`config.mk`:
```
export PLATFORM = sky130hd
export DESIGN_NAME = us_countdown_timer
export DESIGN_NICKNAME = d
export VERILOG_FILES = /design/src/rtl/us_countdown_timer_pkg.sv /design/src/rtl/us_countdown_timer_regif.sv /design/src/rtl/us_countdown_timer_core.sv /design/src/rtl/us_countdown_timer_irq.sv /design/src/rtl/us_countdown_timer.sv
export SDC_FILE = /design/constraint.sdc
export NUM_CORES = 1
export LEC_CHECK = 0
export CORE_UTILIZATION = 45
export DETAILED_ROUTE_END_ITERATION = 8
export PLACE_DENSITY = 0.69
export SLEW_MARGIN = 25
export SYNTH_ARGS = -nofsm -noshare
export SYNTH_HDL_FRONTEND = slang
export SYNTH_SLANG_ARGS = --single-unit
```
`constraint.sdc`:
```
create_clock -name clk_i -period 4.5 [get_ports clk_i]
set_input_delay 1.35 -clock clk_i [delete_from_list [all_inputs] [get_ports clk_i]]
set_output_delay 1.35 -clock clk_i [all_outputs]
set_load 0.01 [all_outputs]
```
`src/rtl/us_countdown_timer_pkg.sv`:
```
`timescale 1ns/1ps
package us_countdown_timer_pkg;
  localparam int unsigned DATA_W   = 32;
  localparam int unsigned EN_BIT   = 31;
  localparam int unsigned MODE_BIT = 30;
  localparam int unsigned PEND_BIT = 30;
  localparam int unsigned CLR_BIT  = 30;

  typedef enum logic {
    SEL_CTRL = 1'b0,
    SEL_STAT = 1'b1
  } reg_sel_e;

  typedef enum logic {
    MODE_ONESHOT  = 1'b0,
    MODE_PERIODIC = 1'b1
  } tmr_mode_e;
endpackage

```
`src/rtl/us_countdown_timer_regif.sv`:
```
`timescale 1ns/1ps
module us_countdown_timer_regif
  import us_countdown_timer_pkg::*;
#(
  parameter int unsigned CNT_W = 29
) (
  input  logic              wr_en_i,
  input  logic              wr_sel_i,
  input  logic [DATA_W-1:0] wr_data_i,
  input  logic              rd_sel_i,
  input  logic              en_i,
  input  tmr_mode_e         mode_i,
  input  logic [CNT_W-1:0]  preset_i,
  input  logic [CNT_W-1:0]  count_i,
  input  logic              pend_i,
  output logic              ld_o,
  output logic              ld_en_o,
  output tmr_mode_e         ld_mode_o,
  output logic [CNT_W-1:0]  ld_preset_o,
  output logic              clr_o,
  output logic [DATA_W-1:0] rd_data_o
);
  localparam int unsigned PAD_W = DATA_W - CNT_W;

  reg_sel_e wsel, rsel;
  assign wsel = reg_sel_e'(wr_sel_i);
  assign rsel = reg_sel_e'(rd_sel_i);

  assign ld_o        = wr_en_i && (wsel == SEL_CTRL);
  assign ld_en_o     = wr_data_i[EN_BIT];
  assign ld_mode_o   = tmr_mode_e'(wr_data_i[MODE_BIT]);
  assign ld_preset_o = wr_data_i[CNT_W-1:0];
  assign clr_o       = wr_en_i && (wsel == SEL_STAT) && wr_data_i[CLR_BIT];

  always_comb begin
    rd_data_o = '0;
    unique case (rsel)
      SEL_CTRL: begin
        rd_data_o = {{PAD_W{1'b0}}, preset_i};
        rd_data_o[EN_BIT]   = en_i;
        rd_data_o[MODE_BIT] = (mode_i == MODE_PERIODIC);
      end
      SEL_STAT: begin
        rd_data_o = {{PAD_W{1'b0}}, count_i};
        rd_data_o[PEND_BIT] = pend_i;
      end
      default: rd_data_o = '0;
    endcase
  end
endmodule

```
`src/rtl/us_countdown_timer_core.sv`:
```
`timescale 1ns/1ps
module us_countdown_timer_core
  import us_countdown_timer_pkg::*;
#(
  parameter int unsigned CNT_W = 29
) (
  input  logic             clk_i,
  input  logic             rst_ni,
  input  logic             tick_i,
  input  logic             ld_i,
  input  logic             ld_en_i,
  input  tmr_mode_e        ld_mode_i,
  input  logic [CNT_W-1:0] ld_preset_i,
  output logic             en_o,
  output tmr_mode_e        mode_o,
  output logic [CNT_W-1:0] preset_o,
  output logic [CNT_W-1:0] count_o,
  output logic             expire_o
);
  logic             en_q;
  tmr_mode_e        mode_q;
  logic [CNT_W-1:0] preset_q, count_q;
  logic             at_zero, step;

  assign at_zero  = (count_q == '0);
  assign step     = en_q && tick_i && !ld_i;   // a write wins over a tick
  assign expire_o = step && at_zero;

  always_ff @(posedge clk_i or negedge rst_ni) begin
    if (!rst_ni) begin
      en_q     <= 1'b0;
      mode_q   <= MODE_ONESHOT;
      preset_q <= '0;
      count_q  <= '0;
    end else if (ld_i) begin
      en_q     <= ld_en_i;
      mode_q   <= ld_mode_i;
      preset_q <= ld_preset_i;
      count_q  <= ld_preset_i;
    end else if (step) begin
      if (!at_zero) begin
        count_q <= count_q - 1'b1;
      end else if (mode_q == MODE_PERIODIC) begin
        count_q <= preset_q;
      end else begin
        en_q <= 1'b0;   // one-shot: disarm, count rests at zero
      end
    end
  end

  assign en_o     = en_q;
  assign mode_o   = mode_q;
  assign preset_o = preset_q;
  assign count_o  = count_q;
endmodule

```
`src/rtl/us_countdown_timer_irq.sv`:
```
`timescale 1ns/1ps
module us_countdown_timer_irq (
  input  logic clk_i,
  input  logic rst_ni,
  input  logic set_i,
  input  logic clr_i,
  output logic irq_o
);
  logic irq_q;

  always_ff @(posedge clk_i or negedge rst_ni) begin
    if (!rst_ni)    irq_q <= 1'b0;
    else if (set_i) irq_q <= 1'b1;   // set beats clear
    else if (clr_i) irq_q <= 1'b0;
  end

  assign irq_o = irq_q;
endmodule

```
`src/rtl/us_countdown_timer.sv`:
```
`timescale 1ns/1ps
module us_countdown_timer
  import us_countdown_timer_pkg::*;
#(
  parameter int unsigned CNT_W = 29
) (
  input  logic        clk_i,
  input  logic        rst_ni,
  input  logic        tick_i,
  input  logic        wr_en_i,
  input  logic        wr_sel_i,
  input  logic [31:0] wr_data_i,
  input  logic        rd_sel_i,
  output logic [31:0] rd_data_o,
  output logic        irq_o
);
  logic             ctrl_ld, ld_en, clr_req, expire, en_q;
  tmr_mode_e        ld_mode, mode_q;
  logic [CNT_W-1:0] ld_preset, preset_q, count_q;

  initial begin
    if (CNT_W < 1 || CNT_W > 29) $error("CNT_W must be 1..29");
  end

  us_countdown_timer_regif #(.CNT_W(CNT_W)) u_regif (
    .wr_en_i    (wr_en_i),
    .wr_sel_i   (wr_sel_i),
    .wr_data_i  (wr_data_i),
    .rd_sel_i   (rd_sel_i),
    .en_i       (en_q),
    .mode_i     (mode_q),
    .preset_i   (preset_q),
    .count_i    (count_q),
    .pend_i     (irq_o),
    .ld_o       (ctrl_ld),
    .ld_en_o    (ld_en),
    .ld_mode_o  (ld_mode),
    .ld_preset_o(ld_preset),
    .clr_o      (clr_req),
    .rd_data_o  (rd_data_o)
  );

  us_countdown_timer_core #(.CNT_W(CNT_W)) u_core (
    .clk_i      (clk_i),
    .rst_ni     (rst_ni),
    .tick_i     (tick_i),
    .ld_i       (ctrl_ld),
    .ld_en_i    (ld_en),
    .ld_mode_i  (ld_mode),
    .ld_preset_i(ld_preset),
    .en_o       (en_q),
    .mode_o     (mode_q),
    .preset_o   (preset_q),
    .count_o    (count_q),
    .expire_o   (expire)
  );

  us_countdown_timer_irq u_irq (
    .clk_i (clk_i),
    .rst_ni(rst_ni),
    .set_i (expire),
    .clr_i (clr_req),
    .irq_o (irq_o)
  );
endmodule

```
==> results by group <==
GRT
  – Gr ovfl total: 0
  – Vias in the first global route: 3547
  – Largest net degree at the start of global routing: 47
  – Initial antenna violation count: 0
  – Total track usage: 0.257
  – First-pass GRT wire length: 17400 um

Clocking
  – Clock Path Buffers: 2
  – Clock Root Buffer: clkbuf_8
  – CTS hold repair buffers: 0
  – # clock sinks: 61
  – Clk_lat worst skew: 340 ps
  – Num CTS Buffers: 9
  – TritonCTS clock tree: built
  – Htree depth: 3
  – CTS resizes: 0
  – Clk slew on worst S/H paths: around 70 ps
  – Post-CTS setup buffer count: 0

Yosys
  – Leading area contributor after synthesis: dfrtp_1
  – Mux cell area share after synthesis: 0.102
  – Most frequent cells after synthesis: nand2_1 (114), dfrtp_1 (61), mux2_2 (31)
  – Synth async-reset ratio: 1.00
  – Adder-Cell Fraction of Synth Area: 0.00337
  – Post-synth top area share: 0.411
  – Netlist cell types: 55
  – Synth Flop Type: dfrtp_1
  – Main combinational cell family by area after synthesis: simple AND/OR/NAND/NOR gates
  – Synth Area in Simple Gates: 0.258
  – Synth warnings: 0
  – Synthesized flop and latch total: 61
  – EDFF count, synth: 0
  – Synth Area in Compound Gates: 0.173
  – Count leader, synth: nand2_1
  – Mapped cell area: 3710 um2
  – Mapped Nets: ~480
  – Dominant cells by area after synthesis: dfrtp_1 (41%), nand2_1 (12%), mux2_2 (9.4%), o21ai_0 (3.5%), nor2_1 (2.6%)
  – Syn Area/Cell: 8.43 um2
  – XOR/XNOR share of the synthesized area: 0.00944
  – Sequential area share after synthesis: 0.411
  – Cell count after synthesis: 440

Cells and area
  – Fill cells: 721
  – ANT cells: 0
  – Multi-input logic area: 2040 um2
  – P&R area growth vs syn: 27.1%
  – Share of layout cells above drive strength 1: 0.123
  – Post-route cell area: 4710 um2
  – Fin cells: 608
  – Total Nets Final: 540
  – FF+latch area: 1530 um2

Pwr
  – Total power: 1.87 mW
  – IR drop worst, VDD: about 0.19 mV
  – LEAKAGE: 2.02 nW
  – Pwr dens: 397 nW/um2
  – Comb power frac: 0.286
  – NetSw: 596 uW
  – Clk pwr share: 0.297
  – Switching power share of the total: 0.318
  – Flop pwr share: 0.417
  – P_int: 1.28 mW

Placement
  – Cell area after placement: 4490 um2
  – Placed Instances: about 600
  – IO buf count: 68
  – Placer Congestion: 0.878
  – DP HPWL: roughly 7000 um

Floorplan
  – Die H: between 90 and 100 um
  – Core area: 7850 um2
  – Initial core utilization: 0.473
  – # IOs: 71
  – Die W: between 90 and 100 um
  – Die footprint: between 8000 and 9000 um2
  – Row count: 32

Detailed routing
  – Drt wl/cell: 17.2 um
  – Router iterations before antenna repair: 5
  – Detail Route Antenna Nets: 0
  – Via count: ~3600
  – DRC: 0
  – DRT iter0 DRCs: 251
  – Routed vias/inst: 5.86
  – WL final: 10400 um

Worst setup path
  – Max incr delay on CP: 570 ps
  – Crit-path most repeated cell: clkdlybuf4s50_1
  – Worst EP arrival: 2970 ps
  – Crit. End Element: output port
  – CP max FO: 16
  – WP data required: 3150 ps
  – Startpoint types: primary input
  – Critical path's slowest cell: clkdlybuf4s50_1
  – Worst path cell trace: clkdlybuf4s50_1 -> buf_12 -> mux2_2 -> clkdlybuf4s50_1
  – CP Class: primary input to output port

Job
  – Max_cap viols: 0

STA
  – Final Max Slew Viols: 0
  – Hold slack: approximately 500 ps
  – Setup tns final: 0 ps
  – RSZ-0062 raised after global routing: false
  – Setup violations, final: 0
  – Final Hold Viols: 0
  – Max Clk Rate: 232 MHz
  – Final min period: 4320 ps
  – Slew headroom: 0.468
  – Crit share post-route: 0.959
  – Clock skew: ~14 ps
  – Worst slew pin tran: 793 ps

Outcome
  – Status: complete, no violations

Hold path
  – Hold Path Class: flop to flop
==> layout by cell type (no fill, tap or decap), types with 3 or more instances in the layout <==
cell	count
mux2i_1	3
o21ai_1	6
dfrtp_1	61
nor3_1	17
or4_1	6
nor2_1	26
and3_1	4
a31oi_1	10
nand2_1	114
nor2b_1	4
o211ai_1	5
a22oi_1	4
clkdlybuf4s50_1	67
buf_4	8
mux2_2	31
a22o_1	8
o21ai_0	25
o2bb2ai_1	3
o31ai_1	3
nand4_1	3
or3_1	6
nor4_1	9
nand3_1	8
a21oi_1	12
inv_1	7
clkbuf_8	11
xnor2_1	3
a21o_1	3
==> kinds of logic (layout without fill, tap and decap cells) <==
family,after synthesis,in the layout
other,1,1
adders and majority gates,1,1
and+or+nand+nor,208,208
buffers and inverters,34,100
DFF,61,61
AOI/OAI and AO/OA,97,97
muxes,34,34
xor gates and xnor gates,4,4
==> registers in the layout, indices dropped and copies added (netlist names) <==
| signal | cells |
|---|---|
| u_irq.irq_o | 1 |
| u_core.mode_o | 1 |
| u_core.en_o | 1 |
| u_core.count_o | 29 |
| u_core.preset_o | 29 |
==> metrics by stage <==
stage,util,setup WS (ps)
after floorplan,-,1080
after global placement,0.572,187
after detailed placement,0.572,190
after CTS,0.600,182
after global routing,0.601,130
final,0.601,183
==> power by group through the flow <==
stage	sequential [mW]	combinational [mW]	clock, mW
global placement	0.779	0.525	0
detailed placement	0.784	0.536	0
floorplan	0.741	0.328	0
global route	0.796	0.593	0.589
CTS	0.775	0.538	0.564
finish	0.781	0.535	0.557
==> area by class of cell <==
cell class / count / share of cell area
Clock buffer: 12 / 0.0329
Clock inverter: 4 / 0.0149
Inverter: 7 / 0.00557
Multi-Input combinational cell: 345 / 0.432
Sequential cell: 61 / 0.324
Tap cell: 102 / 0.0271
Timing Repair Buffer: 77 / 0.163
==> critical path, delay by kind of cell <==
family                 cells  cell delay [ps]
buffers and inverters      3             1250
multiplexers               1              360
==> path summary, 6_finish.rpt <==
kind | cells after the start | startpoint | end | slack [ps]
setup / recovery | 4 | rd_sel_i | rd_data_o[28] | 180
hold / removal | 2 | u_core.preset_o[28] | u_core.preset_o[28] | 490
setup reg to reg | 9 | u_core.count_o[0] | u_core.count_o[13] | 1110
hold reg to reg | 2 | u_core.preset_o[28] | u_core.preset_o[28] | 490
max in group asynchronous | 2 | rst_ni | u_core.mode_o | 2790
min in group asynchronous | 1 | rst_ni | u_core.preset_o[9] | 1000
==> per-layer routing <==
metal	global-route usage	wire length [um]
met4	0.0987	176
met1	0.361	4860
met2	0.398	4850
met5	0	0
met3	0.0386	543
Power figures use the tool's default switching activity.
